$ cat config.mk
export PLATFORM = sky130hd
export DESIGN_NAME = pwm_chopper
export DESIGN_NICKNAME = d
export VERILOG_FILES = /design/src/rtl/pwm_chop_pkg.sv /design/src/rtl/pwm_chop_carrier.sv /design/src/rtl/pwm_chop_oneshot.sv /design/src/rtl/pwm_chop_lane.sv /design/src/rtl/pwm_chopper.sv
export SDC_FILE = /design/constraint.sdc
export NUM_CORES = 1
export LEC_CHECK = 0
export ABC_CLOCK_PERIOD_IN_PS = 3500
export BUFFER_PORTS_ARGS = -buffer_cell sky130_fd_sc_hd__buf_2
export CAP_MARGIN = 20
export CORE_MARGIN = 3
export CORE_UTILIZATION = 60
export CTS_CLUSTER_DIAMETER = 120
export CTS_CLUSTER_SIZE = 10
export DETAILED_ROUTE_END_ITERATION = 8
export HOLD_SLACK_MARGIN = 0.12
export PLACE_DENSITY = 0.79
export SYNTH_ARGS = -nofsm -noshare
export SYNTH_HDL_FRONTEND = slang
export SYNTH_HIERARCHICAL = 1
export SYNTH_SLANG_ARGS = --single-unit
$ cat constraint.sdc
create_clock -name clk -period 3.5 [get_ports clk]
set_input_delay 0.7 -clock clk [delete_from_list [all_inputs] [get_ports clk]]
set_output_delay 0.7 -clock clk [all_outputs]
set_load 0.02 [all_outputs]
$ cat src/rtl/pwm_chop_pkg.sv
package pwm_chop_pkg;
    localparam int unsigned DIV_W_DEF     = 3;
    localparam int unsigned DUTY_W_DEF    = 3;
    localparam int unsigned SHOT_W_DEF    = 4;
    localparam int unsigned SHOT_UNIT_LG2 = 3;

    typedef enum logic {
        LANE_CHOP = 1'b0,
        LANE_PASS = 1'b1
    } lane_mode_e;
endpackage

$ cat src/rtl/pwm_chop_carrier.sv
module pwm_chop_carrier #(
    parameter int unsigned DIV_W  = pwm_chop_pkg::DIV_W_DEF,
    parameter int unsigned DUTY_W = pwm_chop_pkg::DUTY_W_DEF
) (
    input  logic              clk,
    input  logic              rst_n,
    input  logic              restart,
    input  logic [DIV_W-1:0]  div_sel,
    input  logic [DUTY_W-1:0] duty_sel,
    output logic              carrier_hi
);
    // slot counter has DUTY_W bits, so a period holds 2**DUTY_W slots
    typedef struct packed {
        logic [DIV_W-1:0]  pre;
        logic [DUTY_W-1:0] slot;
    } car_t;

    car_t              st_d, st_q;
    logic [DIV_W-1:0]  pre_now;
    logic [DUTY_W-1:0] slot_now;
    logic [DUTY_W-1:0] slots_hi;
    logic              slot_end;

    always_comb begin
        st_d     = st_q;
        pre_now  = restart ? '0 : st_q.pre;
        slot_now = restart ? '0 : st_q.slot;
        // top code saturates one slot short of a full period
        slots_hi = (duty_sel == {DUTY_W{1'b1}}) ? duty_sel : duty_sel + DUTY_W'(1);
        carrier_hi = (slot_now < slots_hi);
        slot_end   = (pre_now == div_sel);
        st_d.pre   = slot_end ? '0 : pre_now + DIV_W'(1);
        st_d.slot  = slot_end ? slot_now + DUTY_W'(1) : slot_now;
    end

    always_ff @(posedge clk or negedge rst_n) begin
        if (!rst_n) begin
            st_q <= '0;
        end else begin
            st_q <= st_d;
        end
    end
endmodule

$ cat src/rtl/pwm_chop_oneshot.sv
module pwm_chop_oneshot #(
    parameter int unsigned SHOT_W = pwm_chop_pkg::SHOT_W_DEF
) (
    input  logic              clk,
    input  logic              rst_n,
    input  logic              restart,
    input  logic [SHOT_W-1:0] shot_sel,
    output logic              shot_hi
);
    import pwm_chop_pkg::*;

    localparam int unsigned OS_W = SHOT_W + SHOT_UNIT_LG2 + 1;

    typedef struct packed {
        logic [OS_W-1:0] cnt;
    } shot_t;

    shot_t           st_d, st_q;
    logic [OS_W-1:0] limit;
    logic [OS_W-1:0] cnt_now;

    always_comb begin
        st_d    = st_q;
        limit   = ({{(OS_W-SHOT_W){1'b0}}, shot_sel} + OS_W'(1)) << SHOT_UNIT_LG2;
        cnt_now = restart ? '0 : st_q.cnt;
        shot_hi = (cnt_now < limit);
        // saturate once the window has elapsed
        st_d.cnt = shot_hi ? cnt_now + OS_W'(1) : cnt_now;
    end

    always_ff @(posedge clk or negedge rst_n) begin
        if (!rst_n) begin
            st_q <= '0;
        end else begin
            st_q <= st_d;
        end
    end
endmodule

$ cat src/rtl/pwm_chop_lane.sv
module pwm_chop_lane #(
    parameter int unsigned DIV_W  = pwm_chop_pkg::DIV_W_DEF,
    parameter int unsigned DUTY_W = pwm_chop_pkg::DUTY_W_DEF,
    parameter int unsigned SHOT_W = pwm_chop_pkg::SHOT_W_DEF
) (
    input  logic              clk,
    input  logic              rst_n,
    input  logic              bypass,
    input  logic [DIV_W-1:0]  div_sel,
    input  logic [DUTY_W-1:0] duty_sel,
    input  logic [SHOT_W-1:0] shot_sel,
    input  logic              pwm_in,
    output logic              chop_out
);
    import pwm_chop_pkg::*;

    typedef struct packed {
        logic prev;
        logic out;
    } lane_t;

    lane_t      st_d, st_q;
    lane_mode_e mode;
    logic       restart;
    logic       carrier_hi;
    logic       shot_hi;

    pwm_chop_carrier #(
        .DIV_W  (DIV_W),
        .DUTY_W (DUTY_W)
    ) i_carrier (
        .clk        (clk),
        .rst_n      (rst_n),
        .restart    (restart),
        .div_sel    (div_sel),
        .duty_sel   (duty_sel),
        .carrier_hi (carrier_hi)
    );

    pwm_chop_oneshot #(
        .SHOT_W (SHOT_W)
    ) i_oneshot (
        .clk      (clk),
        .rst_n    (rst_n),
        .restart  (restart),
        .shot_sel (shot_sel),
        .shot_hi  (shot_hi)
    );

    always_comb begin
        st_d    = st_q;
        mode    = lane_mode_e'(bypass);
        restart = pwm_in & ~st_q.prev;
        st_d.prev = pwm_in;
        unique case (mode)
            LANE_PASS: st_d.out = pwm_in;
            default:   st_d.out = pwm_in & (shot_hi | carrier_hi);
        endcase
    end

    always_ff @(posedge clk or negedge rst_n) begin
        if (!rst_n) begin
            st_q <= '0;
        end else begin
            st_q <= st_d;
        end
    end

    assign chop_out = st_q.out;
endmodule

$ cat src/rtl/pwm_chopper.sv
module pwm_chopper #(
    parameter int unsigned LANES  = 2,
    parameter int unsigned DIV_W  = pwm_chop_pkg::DIV_W_DEF,
    parameter int unsigned DUTY_W = pwm_chop_pkg::DUTY_W_DEF,
    parameter int unsigned SHOT_W = pwm_chop_pkg::SHOT_W_DEF
) (
    input  logic              clk,
    input  logic              rst_n,
    input  logic              bypass,
    input  logic [DIV_W-1:0]  div_sel,
    input  logic [DUTY_W-1:0] duty_sel,
    input  logic [SHOT_W-1:0] shot_sel,
    input  logic [LANES-1:0]  pwm_in,
    output logic [LANES-1:0]  chop_out
);
    for (genvar g = 0; g < LANES; g++) begin : g_lane
        pwm_chop_lane #(
            .DIV_W  (DIV_W),
            .DUTY_W (DUTY_W),
            .SHOT_W (SHOT_W)
        ) i_lane (
            .clk      (clk),
            .rst_n    (rst_n),
            .bypass   (bypass),
            .div_sel  (div_sel),
            .duty_sel (duty_sel),
            .shot_sel (shot_sel),
            .pwm_in   (pwm_in[g]),
            .chop_out (chop_out[g])
        );
    end
endmodule

==> summary by stage <==
STA
Setup repair after global routing left no endpoint under its margin. The number of hold violations in the final report is 0. The clock arrives with 0.002673 ns of skew.

The final sum of negative setup slack is 0 ns. The period utilization is 76.18%. The time the worst path needs with I/O delays and setup is 2.666 ns.

Setup violations remaining at the end of the flow were counted as 0. The count of final max-slew check failures was 0. The maximum clock frequency is 375.1 MHz.

The worst slew slack as a fraction of its limit is 52.16%. At the pin with the least slew margin, the transition time is 0.7176 ns.

Pwr
The power density of the placed cells is 539.0 nW/um^2. Summed over all cells, the static leakage comes to 1.207 nW. The switching part of the total is 33.54%. The register share of total power is 40.5%. In this run, the combinational gates consume 38.2% of the power. The switching power total is 461.8 uW.

VDD sags by at most 314.5 uV. The clock network fraction of design power is 21.3%. The cell-internal power is 915.3 uW.

Cells and area
The filler cells instantiated in the layout total 287. The combined area of the multi-input logic cells is 1464 um^2. The sequential cells in the finished layout cover a total of 800.8 um^2. The layout-stage area growth over the synthesis result is 8.849%. After the last flow step, the layout net total stands at 275. In the final layout, the share of cells above drive strength 1 is 28.03%. The library cell used most frequently in the layout, excluding fill and tap cells, is dfrtp_1. The final standard cell area without fillers is 2555 um^2.

The top cell types in the final layout, fill and taps aside, are dfrtp_1 (32), ha_1 (22), xnor2_1 (20). The number of diodes is 0.

Status
The flow ran to the end, and the final reports show no timing, DRC or antenna violations.

Worst setup path
The critical path in this run is classified as primary input to flop. The slack of the worst reg-to-reg path is 1.00 ns. The critical path required time is 3.67 ns.

The worst-case reg-to-reg path depth is 8. The nature of the critical path endpoint is a flop. The endpoint of the worst-slack reg-to-reg timing path is g_lane[1].i_lane/i_oneshot/st_q[3]$_DFF_PN0_. In this run the critical register-to-register path is launched from g_lane[1].i_lane/st_q[1]$_DFF_PN0_. STA puts the critical path data arrival time at 2.84 ns. The highest net fanout along the worst path is 15. The element type at the critical path start is a primary input.

Detailed routing
The average wire length per cell after detail routing is 13.67 um. In the routed layout, each cell is associated on average with a via count of 5.533. The DRC violation count after routing is 0. The via total after detailed routing is 1588. The first detailed-routing pass took 4 iterations. The detailed router's first-iteration violation count is 99. The number of routed nets with antenna violations is 0. The routed wire length is 3.922 mm.

Floorplanning
Once the floorplan was initialized, standard cells occupied 63.16% of the core. The die is 68.55 um tall. The number of ports placed on the die boundary is 17. The floorplan step defined a core boundary enclosing 3716 um^2.

The floorplan has 22 rows. The floorplan step set the die width to 68.55 um. The area of the die is 4698 um^2.

Clocking
The clock passes through at most 2 buffers. In this run the post-CTS setup repair buffer count came out at 0. The H-tree level count is 2. The clock latency on the worst-skew pair is 0.29 ns. The post-cts repair resize count is 0. The CTS tree is yes. Buffers inserted to repair hold after CTS numbered 0. Clock-pin slew was measured on the worst setup and hold paths at 0.06 ns.

The number of clock buffers added by TritonCTS is 5. Clock tree synthesis selected as its root buffer the cell clkbuf_8. Clock tree synthesis found a total of 32 sinks.

Placed design
The post-place instance area is 2465 um^2. After legalization and detailed placement, the total HPWL measured 2.899 mm. The global placement routability congestion is 0.7338. The count of input and output buffers is 16.

Yosys
The number of warning messages in the yosys log is 6. Synthesis inferred 32 register bits. The cell area after synthesis is 2347 um^2. Sequential elements use 34.12% of the synthesized area. The average instance in the mapped netlist occupies 10.87 um^2.

Synthesis produced a netlist whose cell count is 216. The synthesized netlist contains 38 unique library cells. The total nets after synthesis is 253.

GRT
The maximum number of pins on one net before global-route repair is 33. For this run the aggregate overflow at the end of global routing stands at 0. The number of global-route vias before repair is 1549. The total routing resource utilization after global routing is 20.29%.

The first global-routing pass estimated 6.920 mm of wire. The number of antenna violations at the first check in global routing is 0.

Worst hold path
The worst hold path belongs to the class primary input to asynchronous set/reset pin.

Flow run
Across the run, the number of max-cap violations was 0.
## per-stage QoR
step	power [mW]	setup WS, ns	std cells	utilization (%)	hold slack [ns]
after global placement	1.076	0.5860	279	66.33	0.4835
final	1.377	0.8338	287	68.75	0.4656
after global routing	1.493	0.7171	287	68.75	0.5136
after detailed placement	1.090	0.5558	279	66.33	0.4812
after floorplan	0.9814	0.6983	216	-	0.4044
after CTS	1.393	0.8419	287	68.75	0.4943
## cell usage after synthesis
| cell | count | share of area (%) |
|---|---|---|
| dfrtp_1 | 32 | 34 |
| ha_1 | 22 | 12 |
| xnor2_1 | 20 | 7.5 |
| nor2_1 | 16 | 2.6 |
| and2b_2 | 12 | 4.5 |
| inv_1 | 10 | 1.6 |
| and2b_1 | 8 | 2.6 |
| nand2_1 | 6 | 0.96 |
| nand3_1 | 6 | 1.3 |
| nand4_1 | 6 | 1.6 |
| nor2b_1 | 6 | 1.6 |
| a21oi_1 | 4 | 0.85 |
| and3_2 | 4 | 1.3 |
| and4_4 | 4 | 1.9 |
| buf_6 | 4 | 1.9 |
| mux2_4 | 4 | 2.6 |
| nand2b_1 | 4 | 1.1 |
| nor2b_2 | 4 | 1.5 |
| o2bb2ai_1 | 4 | 1.5 |
| xor2_1 | 4 | 1.5 |
| a22oi_2 | 2 | 1.1 |
| and2_2 | 2 | 0.64 |
| and3b_1 | 2 | 0.75 |
| and4_1 | 2 | 0.75 |
| mux2_2 | 2 | 0.96 |
| mux2i_1 | 2 | 0.85 |
| nand4bb_1 | 2 | 0.96 |
| o211ai_1 | 2 | 0.64 |
| o211ai_2 | 2 | 1.1 |
| o21a_1 | 2 | 0.64 |
| o21ai_0 | 2 | 0.43 |
| o21ai_4 | 2 | 1.4 |
| o221a_1 | 2 | 0.96 |
| o2bb2ai_2 | 2 | 1.3 |
| o311ai_0 | 2 | 0.75 |
| o311ai_1 | 2 | 0.75 |
| o31a_1 | 2 | 0.75 |
| xnor2_2 | 2 | 1.4 |
## sequential cells by signal (all words and copies together), names as in the netlist
signal / cells
g_lane.i_lane/i_carrier/st_q: 12
g_lane.i_lane/chop_out: 2
g_lane.i_lane/st_q: 2
g_lane.i_lane/i_oneshot/st_q: 16
## metal layers
metal	wire, um	GRT usage (%)
met5	0	0
met2	1791	32.42
met3	150	3.890
met4	80	9.677
met1	1899	26.28
## worst max-delay path: stages
cell	delay (ns)
buf_2	0.09
nor2b_1	0.16
buf_4	0.22
and2b_1	0.24
ha_1	0.32
a21oi_1	0.13
o221a_1	0.41
and4_4	0.27
mux2_4	0.29
## worst max-delay path by stage
stage | end | start | slack [ns]
after floorplan | g_lane[0].i_lane/i_oneshot/st_q[3]$_DFF_PN0_ | pwm_in[0] | 0.70
final | g_lane[1].i_lane/i_oneshot/st_q[3]$_DFF_PN0_ | pwm_in[1] | 0.83
after detailed placement | g_lane[1].i_lane/i_oneshot/st_q[4]$_DFF_PN0_ | pwm_in[1] | 0.56
after global placement | g_lane[1].i_lane/i_oneshot/st_q[3]$_DFF_PN0_ | pwm_in[1] | 0.59
after CTS | g_lane[1].i_lane/i_oneshot/st_q[4]$_DFF_PN0_ | pwm_in[1] | 0.84
after global routing | g_lane[1].i_lane/i_oneshot/st_q[4]$_DFF_PN0_ | pwm_in[1] | 0.72
## power by group through the flow
| stage | Clock, mW | Combinational, mW | Sequential, mW |
|---|---|---|---|
| after global placement | 0 | 0.516 | 0.560 |
| after global routing | 0.324 | 0.594 | 0.575 |
| after floorplan | 0 | 0.443 | 0.539 |
| final | 0.294 | 0.526 | 0.557 |
| after detailed placement | 0 | 0.528 | 0.562 |
| after CTS | 0.304 | 0.533 | 0.556 |
## cell type report
cell class              instances  area share [%]
multi-input cells             170           57.30
flip-flops and latches         32           31.34
repair buffers                 19           4.016
clock buffers                   8           3.526
well taps                      48           2.351
inverters                      10           1.469
## kinds of logic after synthesis
kind of cell    synth area share (%)
mux                            4.371
compound gates                 12.05
flops                          34.12
simple gates                   23.88
xor+xnor                       10.34
fa+ha+maj                      11.73
buf+inv                        3.518
No activity file was read; power rests on OpenSTA's default activity.
